`src/rtl/pad_cfg_pkg.sv`:
```
package pad_cfg_pkg;
  localparam int CFG_W = 10;

  typedef enum logic [1:0] {
    IOM_OFF       = 2'd0,
    IOM_PUSHPULL  = 2'd1,
    IOM_OPENDRAIN = 2'd2,
    IOM_TRISTATE  = 2'd3
  } iomode_e;

  // Field positions inside a configuration word
  localparam int FLD_FSEL_LO = 0;
  localparam int FLD_INEN    = 4;
  localparam int FLD_RDZ     = 5;
  localparam int FLD_EDGE_LO = 6;
  localparam int FLD_MODE_LO = 8;

  localparam logic [CFG_W-1:0] CFG_RESET = 10'h003;

  // Offsets of the shared words, placed after the per-pin words
  localparam int OFS_KEY     = 0;
  localparam int OFS_IN      = 1;
  localparam int OFS_OUT_WR  = 2;
  localparam int OFS_OUT_SET = 3;
  localparam int OFS_OUT_CLR = 4;
  localparam int OFS_OE_WR   = 5;
  localparam int OFS_OE_SET  = 6;
  localparam int OFS_OE_CLR  = 7;
  localparam int NUM_SHARED  = 8;
endpackage

```
`src/rtl/pad_key_lock.sv`:
```
module pad_key_lock #(
  parameter int DATA_W = 32,
  parameter logic [DATA_W-1:0] KEY_VALUE = 'h73
) (
  input  logic              clk,
  input  logic              rst_n,
  input  logic              wr_en,
  input  logic [DATA_W-1:0] wdata,
  output logic [DATA_W-1:0] key_q,
  output logic              unlocked
);
  always_ff @(posedge clk or negedge rst_n) begin
    if (!rst_n)     key_q <= '0;
    else if (wr_en) key_q <= wdata;
  end

  assign unlocked = (key_q == KEY_VALUE);
endmodule

```
`src/rtl/pad_cfg_file.sv`:
```
module pad_cfg_file
  import pad_cfg_pkg::*;
#(
  parameter int NUM_PINS = 32,
  localparam int IDX_W = $clog2(NUM_PINS)
) (
  input  logic                      clk,
  input  logic                      rst_n,
  input  logic                      wr_en,
  input  logic [IDX_W-1:0]          wr_idx,
  input  logic [CFG_W-1:0]          wdata,
  output logic [NUM_PINS*CFG_W-1:0] cfg_flat
);
  for (genvar p = 0; p < NUM_PINS; p++) begin : g_pin
    logic [CFG_W-1:0] word_q;
    always_ff @(posedge clk or negedge rst_n) begin
      if (!rst_n)                                   word_q <= CFG_RESET;
      else if (wr_en && wr_idx == IDX_W'(p))        word_q <= wdata;
    end
    assign cfg_flat[p*CFG_W +: CFG_W] = word_q;
  end
endmodule

```
`src/rtl/pad_alias_reg.sv`:
```
module pad_alias_reg #(
  parameter int W = 32
) (
  input  logic         clk,
  input  logic         rst_n,
  input  logic         wr_en,
  input  logic         set_en,
  input  logic         clr_en,
  input  logic [W-1:0] wdata,
  output logic [W-1:0] q
);
  always_ff @(posedge clk or negedge rst_n) begin
    if (!rst_n)      q <= '0;
    else if (wr_en)  q <= wdata;
    else if (set_en) q <= q | wdata;
    else if (clr_en) q <= q & ~wdata;
  end
endmodule

```
`src/rtl/pad_drive.sv`:
```
module pad_drive
  import pad_cfg_pkg::*;
#(
  parameter int NUM_PINS = 32
) (
  input  logic [2*NUM_PINS-1:0] mode_flat,
  input  logic [NUM_PINS-1:0]   in_en,
  input  logic [NUM_PINS-1:0]   rd_zero,
  input  logic [NUM_PINS-1:0]   out_val,
  input  logic [NUM_PINS-1:0]   out_en,
  input  logic [NUM_PINS-1:0]   pad_in,
  output logic [NUM_PINS-1:0]   drive_en,
  output logic [NUM_PINS-1:0]   level,
  output logic [NUM_PINS-1:0]   in_data
);
  for (genvar p = 0; p < NUM_PINS; p++) begin : g_pin
    iomode_e mode;
    assign mode = iomode_e'(mode_flat[2*p +: 2]);
    always_comb begin
      unique case (mode)
        IOM_PUSHPULL: drive_en[p] = 1'b1;
        IOM_TRISTATE: drive_en[p] = out_en[p];
        default:      drive_en[p] = 1'b0;
      endcase
    end
    assign level[p]   = drive_en[p] & out_val[p];
    assign in_data[p] = in_en[p] & ~rd_zero[p] & pad_in[p];
  end
endmodule

```
`src/rtl/pad_cfg_bank.sv`:
```
module pad_cfg_bank
  import pad_cfg_pkg::*;
#(
  parameter int NUM_PINS = 32,
  parameter int DATA_W = 32,
  parameter logic [DATA_W-1:0] KEY_VALUE = 'h73,
  parameter int ADDR_W = $clog2(NUM_PINS + NUM_SHARED)
) (
  input  logic                  clk,
  input  logic                  rst_n,
  input  logic                  bus_we,
  input  logic [ADDR_W-1:0]     bus_addr,
  input  logic [DATA_W-1:0]     bus_wdata,
  output logic [DATA_W-1:0]     bus_rdata,
  input  logic [NUM_PINS-1:0]   pad_in,
  output logic [NUM_PINS-1:0]   pad_level,
  output logic [NUM_PINS-1:0]   pad_drive_en,
  output logic [NUM_PINS-1:0]   pin_in_en,
  output logic [2*NUM_PINS-1:0] pin_edge_mode
);
  localparam int IDX_W = $clog2(NUM_PINS);
  localparam logic [ADDR_W-1:0] A_KEY     = ADDR_W'(NUM_PINS + OFS_KEY);
  localparam logic [ADDR_W-1:0] A_IN      = ADDR_W'(NUM_PINS + OFS_IN);
  localparam logic [ADDR_W-1:0] A_OUT_WR  = ADDR_W'(NUM_PINS + OFS_OUT_WR);
  localparam logic [ADDR_W-1:0] A_OUT_SET = ADDR_W'(NUM_PINS + OFS_OUT_SET);
  localparam logic [ADDR_W-1:0] A_OUT_CLR = ADDR_W'(NUM_PINS + OFS_OUT_CLR);
  localparam logic [ADDR_W-1:0] A_OE_WR   = ADDR_W'(NUM_PINS + OFS_OE_WR);
  localparam logic [ADDR_W-1:0] A_OE_SET  = ADDR_W'(NUM_PINS + OFS_OE_SET);
  localparam logic [ADDR_W-1:0] A_OE_CLR  = ADDR_W'(NUM_PINS + OFS_OE_CLR);

  logic                      is_cfg;
  logic                      unlocked;
  logic [DATA_W-1:0]         key_q;
  logic [NUM_PINS*CFG_W-1:0] cfg_flat;
  logic [NUM_PINS-1:0]       out_q, oe_q, in_data, rd_zero;
  logic [2*NUM_PINS-1:0]     mode_flat;

  assign is_cfg = (bus_addr < ADDR_W'(NUM_PINS));

  pad_key_lock #(.DATA_W(DATA_W), .KEY_VALUE(KEY_VALUE)) u_key (
    .clk(clk), .rst_n(rst_n),
    .wr_en(bus_we && bus_addr == A_KEY),
    .wdata(bus_wdata), .key_q(key_q), .unlocked(unlocked)
  );

  pad_cfg_file #(.NUM_PINS(NUM_PINS)) u_cfg (
    .clk(clk), .rst_n(rst_n),
    .wr_en(bus_we && is_cfg && unlocked),
    .wr_idx(bus_addr[IDX_W-1:0]),
    .wdata(bus_wdata[CFG_W-1:0]),
    .cfg_flat(cfg_flat)
  );

  pad_alias_reg #(.W(NUM_PINS)) u_out (
    .clk(clk), .rst_n(rst_n),
    .wr_en(bus_we && bus_addr == A_OUT_WR),
    .set_en(bus_we && bus_addr == A_OUT_SET),
    .clr_en(bus_we && bus_addr == A_OUT_CLR),
    .wdata(bus_wdata[NUM_PINS-1:0]), .q(out_q)
  );

  pad_alias_reg #(.W(NUM_PINS)) u_oe (
    .clk(clk), .rst_n(rst_n),
    .wr_en(bus_we && bus_addr == A_OE_WR),
    .set_en(bus_we && bus_addr == A_OE_SET),
    .clr_en(bus_we && bus_addr == A_OE_CLR),
    .wdata(bus_wdata[NUM_PINS-1:0]), .q(oe_q)
  );

  for (genvar p = 0; p < NUM_PINS; p++) begin : g_fld
    assign pin_in_en[p]           = cfg_flat[p*CFG_W + FLD_INEN];
    assign rd_zero[p]             = cfg_flat[p*CFG_W + FLD_RDZ];
    assign pin_edge_mode[2*p +: 2] = cfg_flat[p*CFG_W + FLD_EDGE_LO +: 2];
    assign mode_flat[2*p +: 2]     = cfg_flat[p*CFG_W + FLD_MODE_LO +: 2];
  end

  pad_drive #(.NUM_PINS(NUM_PINS)) u_drive (
    .mode_flat(mode_flat), .in_en(pin_in_en), .rd_zero(rd_zero),
    .out_val(out_q), .out_en(oe_q), .pad_in(pad_in),
    .drive_en(pad_drive_en), .level(pad_level), .in_data(in_data)
  );

  always_comb begin
    bus_rdata = '0;
    if (is_cfg) begin
      bus_rdata = DATA_W'(cfg_flat[bus_addr[IDX_W-1:0]*CFG_W +: CFG_W]);
    end else begin
      case (bus_addr)
        A_KEY:                          bus_rdata = key_q;
        A_IN:                           bus_rdata = DATA_W'(in_data);
        A_OUT_WR, A_OUT_SET, A_OUT_CLR: bus_rdata = DATA_W'(out_q);
        A_OE_WR, A_OE_SET, A_OE_CLR:    bus_rdata = DATA_W'(oe_q);
        default:                        bus_rdata = '0;
      endcase
    end
  end
endmodule

```
`config.mk`:
```
export PLATFORM = sky130hd
export DESIGN_NAME = pad_cfg_bank
export DESIGN_NICKNAME = d
export VERILOG_FILES = /design/src/rtl/pad_cfg_pkg.sv /design/src/rtl/pad_key_lock.sv /design/src/rtl/pad_cfg_file.sv /design/src/rtl/pad_alias_reg.sv /design/src/rtl/pad_drive.sv /design/src/rtl/pad_cfg_bank.sv
export SDC_FILE = /design/constraint.sdc
export NUM_CORES = 1
export LEC_CHECK = 0
export ABC_CLOCK_PERIOD_IN_PS = 2500
export BUFFER_PORTS_ARGS = -buffer_cell sky130_fd_sc_hd__buf_2
export CORE_ASPECT_RATIO = 1.25
export CORE_UTILIZATION = 53
export CTS_CLUSTER_SIZE = 25
export DETAILED_ROUTE_END_ITERATION = 8
export HOLD_SLACK_MARGIN = 0.1
export MAX_ROUTING_LAYER = met4
export PLACE_DENSITY = 0.77
export SLEW_MARGIN = 0
export SYNTH_ARGS = -nofsm -noshare
export SYNTH_HDL_FRONTEND = slang
export SYNTH_HIERARCHICAL = 1
export SYNTH_SLANG_ARGS = --single-unit
```
`constraint.sdc`:
```
create_clock -name clk -period 2.5 [get_ports clk]
set_clock_uncertainty 0.05 [all_clocks]
set_input_delay 0.25 -clock clk [delete_from_list [all_inputs] [get_ports clk]]
set_output_delay 0.25 -clock clk [all_outputs]
set_load 0.1 [all_outputs]
```
==> Word-level counts from Yosys, hierarchy flattened <==
Cells that the tools add are included.
{ "word_totals": {"ff_bits": 416, "input_bits": 73, "word_cells": 361, "output_inout_bits": 192} }
{ "classes": {"bitwise": 133, "n_mux": 40, "mul": 1, "n_reduce_logical": 46, "eq_ne": 104, "magnitude_cmp": 1, "n_shift": 1} }
{ "op_table": {"columns": ["cell", "n"], "rows": [
  ["$shiftx A320 B10 Y10", 1],
  ["$mux W32", 7],
  ["$pmux W32 S4", 1],
  ["$and A1 B1 Y1", 96],
  ["$eq A5 B5 Y1 const B", 16],
  ["$and A32 B32 Y32", 2],
  ["$eq A2 B1 Y1 const B", 32],
  ["$eq A2 B2 Y1 const B", 32],
  ["$or A32 B32 Y32", 2],
  ["$pmux W1 S2", 32],
  ["$eq A6 B6 Y1 const B", 8],
  ["$logic_and A1 B1 Y1", 41],
  ["$eq A5 B4 Y1 const B", 8],
  ["$eq A32 B7 Y1 const B", 1],
  ["$not A1 Y1", 32],
  ["$not A32 Y32", 1],
  ["$eq A5 B3 Y1 const B", 4],
  ["$eq A5 B2 Y1 const B", 2],
  ["$mul A5 B3 Y8 const B", 1],
  ["$lt A6 B6 Y1 const B", 1],
  ["$reduce_bool A3 Y1", 2],
  ["$reduce_or A3 Y1", 2],
  ["$eq A5 B1 Y1 const B", 1],
  ["$logic_not A5 Y1", 1]
]} }

==> Logic depth before layout (Yosys ltp) <==
{ "depth": {"depth_word": 5, "ltp_mapped": 11, "mapped_depth_nobuf": 7} }

==> By module <==
Netlist, hierarchy kept.
{ "by_module_without_submodules": {"columns": ["module", "n_inst", "cells_each", "area_each_um2"], "rows": [
  ["pad_cfg_file", 1, 728, 12155.4],
  ["pad_cfg_bank", 1, 365, 3956.3],
  ["pad_alias_reg", 2, 108, 1326.3],
  ["pad_key_lock", 1, 79, 1256.2],
  ["pad_drive", 1, 160, 840.8]
]} }

==> Least setup slack after synthesis <==
OpenSTA, ideal clock, no wires.
{ "synth_path": {"path_kind": "register to output", "startpoint": "reg u_cfg.g_pin[27].word_q[4]", "endpoint": "out bus_rdata[4]", "stages_incl_launch_ff": 5, "n_path_buf": 0, "t_arrival_ns": 3.793, "t_required_ns": 2.200, "setup_slack_ns": -1.593, "cell_sequence": "dfrtp_1 -> mux4_2 -> mux2_2 -> a221oi_2 -> o31ai_1"} }
{ "synth_between": {"elab_chain_cells": 2} }
{ "synth_lines": {"columns": ["element", "line_no", "rtl"], "rows": [
  ["start: declaration", "pad_cfg_file.sv:15", "logic [CFG_W-1:0] word_q;"],
  ["start signal: assignment", "pad_cfg_file.sv:18", "else if (wr_en && wr_idx == IDX_W'(p)) word_q <= wdata;"],
  ["$shiftx A320 B10 Y10", "pad_cfg_bank.sv:86", "bus_rdata = DATA_W'(cfg_flat[bus_addr[IDX_W-1:0]*CFG_W +: CFG_W]);"],
  ["$mux W32", "pad_cfg_bank.sv:85", "if (is_cfg) begin"],
  ["end: declaration", "pad_cfg_bank.sv:14", "output logic [DATA_W-1:0] bus_rdata,"]
]} }
Every way passes these cells.

==> Worst setup path after layout <==
{ "layout_path": {"startpoint": "reg u_key.key_q[8]", "endpoint": "reg u_cfg.g_pin[15].word_q[7]"} }
{ "layout_between": {"elab_chain_cells": 3} }
{ "layout_lines": {"columns": ["element", "line_no", "rtl"], "rows": [
  ["start: declaration", "pad_key_lock.sv:9", "output logic [DATA_W-1:0] key_q,"],
  ["start signal: assignment", "pad_key_lock.sv:14", "else if (wr_en) key_q <= wdata;"],
  ["$eq A32 B7 Y1", "pad_key_lock.sv:17", "assign unlocked = (key_q == KEY_VALUE);"],
  ["named net unlocked", "pad_cfg_bank.sv:32", "logic unlocked;"],
  ["$logic_and A1 B1 Y1", "pad_cfg_bank.sv:48", ".wr_en(bus_we && is_cfg && unlocked),"],
  ["$logic_and A1 B1 Y1", "pad_cfg_file.sv:18", null],
  ["end signal: assignment", "pad_cfg_file.sv:18", null],
  ["end: declaration", "pad_cfg_file.sv:15", null]
]} }
The timed path passes the listed nets, and every way through them passes these cells.
A chain may end at the register's enable or synchronous reset.

==> metrics.md <==
| Metric | Value |
|---|---|
| Status | complete, but fails checks |
| Failing checks | design-rule violations, negative setup slack |
| Ant. Diodes | 0 |
| Final hold vios | 0 |
| Post-route DRC | 46 |
| Nets | 2061 |
| Distinct cells, synth | 51 |
| Clock Root Buffer | clkbuf_16 |
| Commonest cells after routing, fill and taps aside | dfrtp_1, mux2_2, buf_2 |
| Dominant cell type by area after synthesis | dfrtp_1 |
| Post-Place Cells | 2376 |
| Worst Tran Pin Value | 0.845 ns |
| ANT nets after route | 0 |
| Vias in the first global route | 16400 |
| Critical path fanouts, max | 8 |
| Power Density | 575 nW/um2 |
| CTS max path bufs | 3 |
| Total negative slack | -99.64 ns |
| CTS Sinks | 416 |
| Worst rel slew slack | 43.6% |
| Commonest non-fill, non-tap cell in the layout | dfrtp_1 |
| Setup WS post-layout | -0.474 ns |
| Worst EP arrival | 3.36 ns |
| Core area | 38400 um2 |
| Asr flop ratio synth | 100% |
| Crit path time final | 2.97 ns |
| Post-synthesis sequential area ratio | 50.3% |
| Worst setup path class | reg -> reg |
| Syn avg cell area | 13.5 um2 |
| RSZ-0062 raised after global routing | true |
| Worst VDD drop | 564 uV |
| Fmax | 336 MHz |
| Die footprint | 40200 um2 |
| DR vias | 16400 |
| Layout area overhead | 33.2% |
| Initial antenna violation count | 0 |
| Die width | 179 um |
| Share of the synthesized area in the top cell type | 42.2% |
| Total GRT Usage | 34.1% |
| Die Span Y | 224 um |
| Final wirelength | 70800 um |
| FP Rows | 80 |
| Initial Utilization | 54.3% |
| Hold crit path type | in -> async |
| Pleak | 13.2 nW |
| CTS H-Tree Depth | 2 |
| Inserted Clock Buffers | 42 |
| HPWL Detailed | 45400 um |
| I/O Pins | 265 |
| Critical Path RT | 2.89 ns |
| Synthesized area | 20900 um2 |
| DR vias/cell | 6.54 |
| Clock slew at reported path FFs | 0.07 ns |
| Final GP Congestion | 0.956 |
| I/O Buffers | 264 |
| Yosys warnings | 6 |
| Primary FF master, synth | dfrtp_1 |
| Largest net degree at the start of global routing | 70 |
| Synth area leaders | dfrtp_1, mux2_2, dfstp_2 |
| Max-cap violation count | 0 |
| Clock Latency Late Sink | 0.56 ns |
| Max-slew violations | 0 |
| Total gr overflow | 0 |
| Yosys reg bits | 416 |
| CTS tree | done |
| DR WL/cell | 28.2 um |
| Crit path capture type | register |
| Final setup viols | 330 |
| Net Count, Synth | 1621 |
| Synth Instances | 1548 |
| Initial detailed-routing violation count | 1901 |
| EDFF count, synth | 0 |
| Drt pass-1 iters | 9 |
| Startpoint Class | register |
| Share of cells above drive strength 1 | 59.4% |
| First-pass GRT wire length | 100000 um |
| Fin crit share | 119% |
| Final Non-Filler Cells | 2513 |
[per-stage QoR]
step	hold slack, ns	worst slack [ns]	util, %	total power [mW]	area, um2
after detailed placement	0.208	-0.591	64.3	8.97	24700
after CTS	0.191	-0.326	69.7	15.9	26800
final	0.189	-0.474	72.3	16.0	27800
after floorplan	-0.0956	-0.104	-	8.19	21100
after global routing	0.234	-0.444	72.3	16.4	27800
after global placement	0.206	-0.545	64.3	8.92	24700
[kinds of logic (layout without fill, tap and decap cells)]
| family | count (synthesis) | in the layout | share of synthesized area [%] |
|---|---|---|---|
| buf+inv | 132 | 605 | 3.83 |
| flops | 416 | 416 | 50.3 |
| simple gates | 381 | 381 | 9.54 |
| compound gates | 147 | 147 | 7.56 |
| mux | 472 | 472 | 28.8 |
[Yosys cell counts, types with 10 or more instances]
cell / n
mux2_2: 364
dfrtp_1: 352
nand2_1: 156
a32o_1: 64
dfstp_2: 64
clkbuf_1: 50
mux4_2: 49
nor2_1: 42
mux2i_1: 40
nand2b_1: 37
buf_2: 34
and3_1: 33
and2_1: 32
a222oi_1: 22
a221oi_2: 20
buf_6: 19
o221ai_1: 19
inv_1: 15
nor2_2: 12
nor3_1: 12
mux4_1: 11
a2111oi_0: 10
nor3b_1: 10
nor4b_1: 10
[timing repair]
action,4_1_cts,5_1_grt
endpoints found under the setup margin,331,341
pin swaps,5,16
hold buffers,24,0
resized for setup,69,151
cloned,0,8
hold endpoints to repair,192,0
buffers inserted,1,27
[power by group]
group	internal, mW	leakage [nW]	total, mW	switching, mW
combinational	0.776	7.13	1.72	0.944
sequential	7.03	5.35	7.28	0.252
clock	4.23	0.736	6.99	2.76
[per-layer routing]
metal	vias up	GRT usage, %	routed length (um)
li1	6724	-	-
met1	8485	41.9	26900
met2	951	54.5	33900
met3	278	4.78	5380
met4	0	19.4	4490
met5	-	-	0
[cell type report]
cell class                      instances  area (um2)
Timing Repair Buffer                  513        4570
Sequential cell                       416       10600
Tap cell                              492         616
Multi-Input combinational cell       1000       10400
Clock buffer                           62        1260
Clock inverter                         15         262
Fill cell                            2370       10600
Inverter                               15        56.3
[path summary, 6_finish.rpt]
| path | slack [ns] | start | cells past startpoint | endpoint |
|---|---|---|---|---|
| setup reg to reg | -0.47 | u_key/key_q[8] | 9 | u_cfg/g_pin[15].word_q[7] |
| hold / removal | 0.19 | rst_n | 2 | u_cfg/g_pin[10].word_q[7] |
| setup / recovery | -0.47 | u_key/key_q[8] | 9 | u_cfg/g_pin[15].word_q[7] |
| max in group asynchronous | 1.30 | rst_n | 3 | u_cfg/g_pin[28].word_q[0] |
| hold reg to reg | 0.46 | u_cfg/g_pin[2].word_q[2] | 1 | u_cfg/g_pin[2].word_q[2] |
| min in group clk | 0.23 | bus_wdata[8] | 3 | register |
[worst max-delay path: stages (launching register included)]
cell and delay (ns):
dfrtp_1 0.38, nor4_1 0.36, nand2_1 0.21, nor4_4 0.39
and3_4 0.31, nand4b_1 0.23, buf_4 0.25, nor2_4 0.16
clkbuf_16 0.21, mux2_4 0.30
Power figures use the tool's default switching activity.
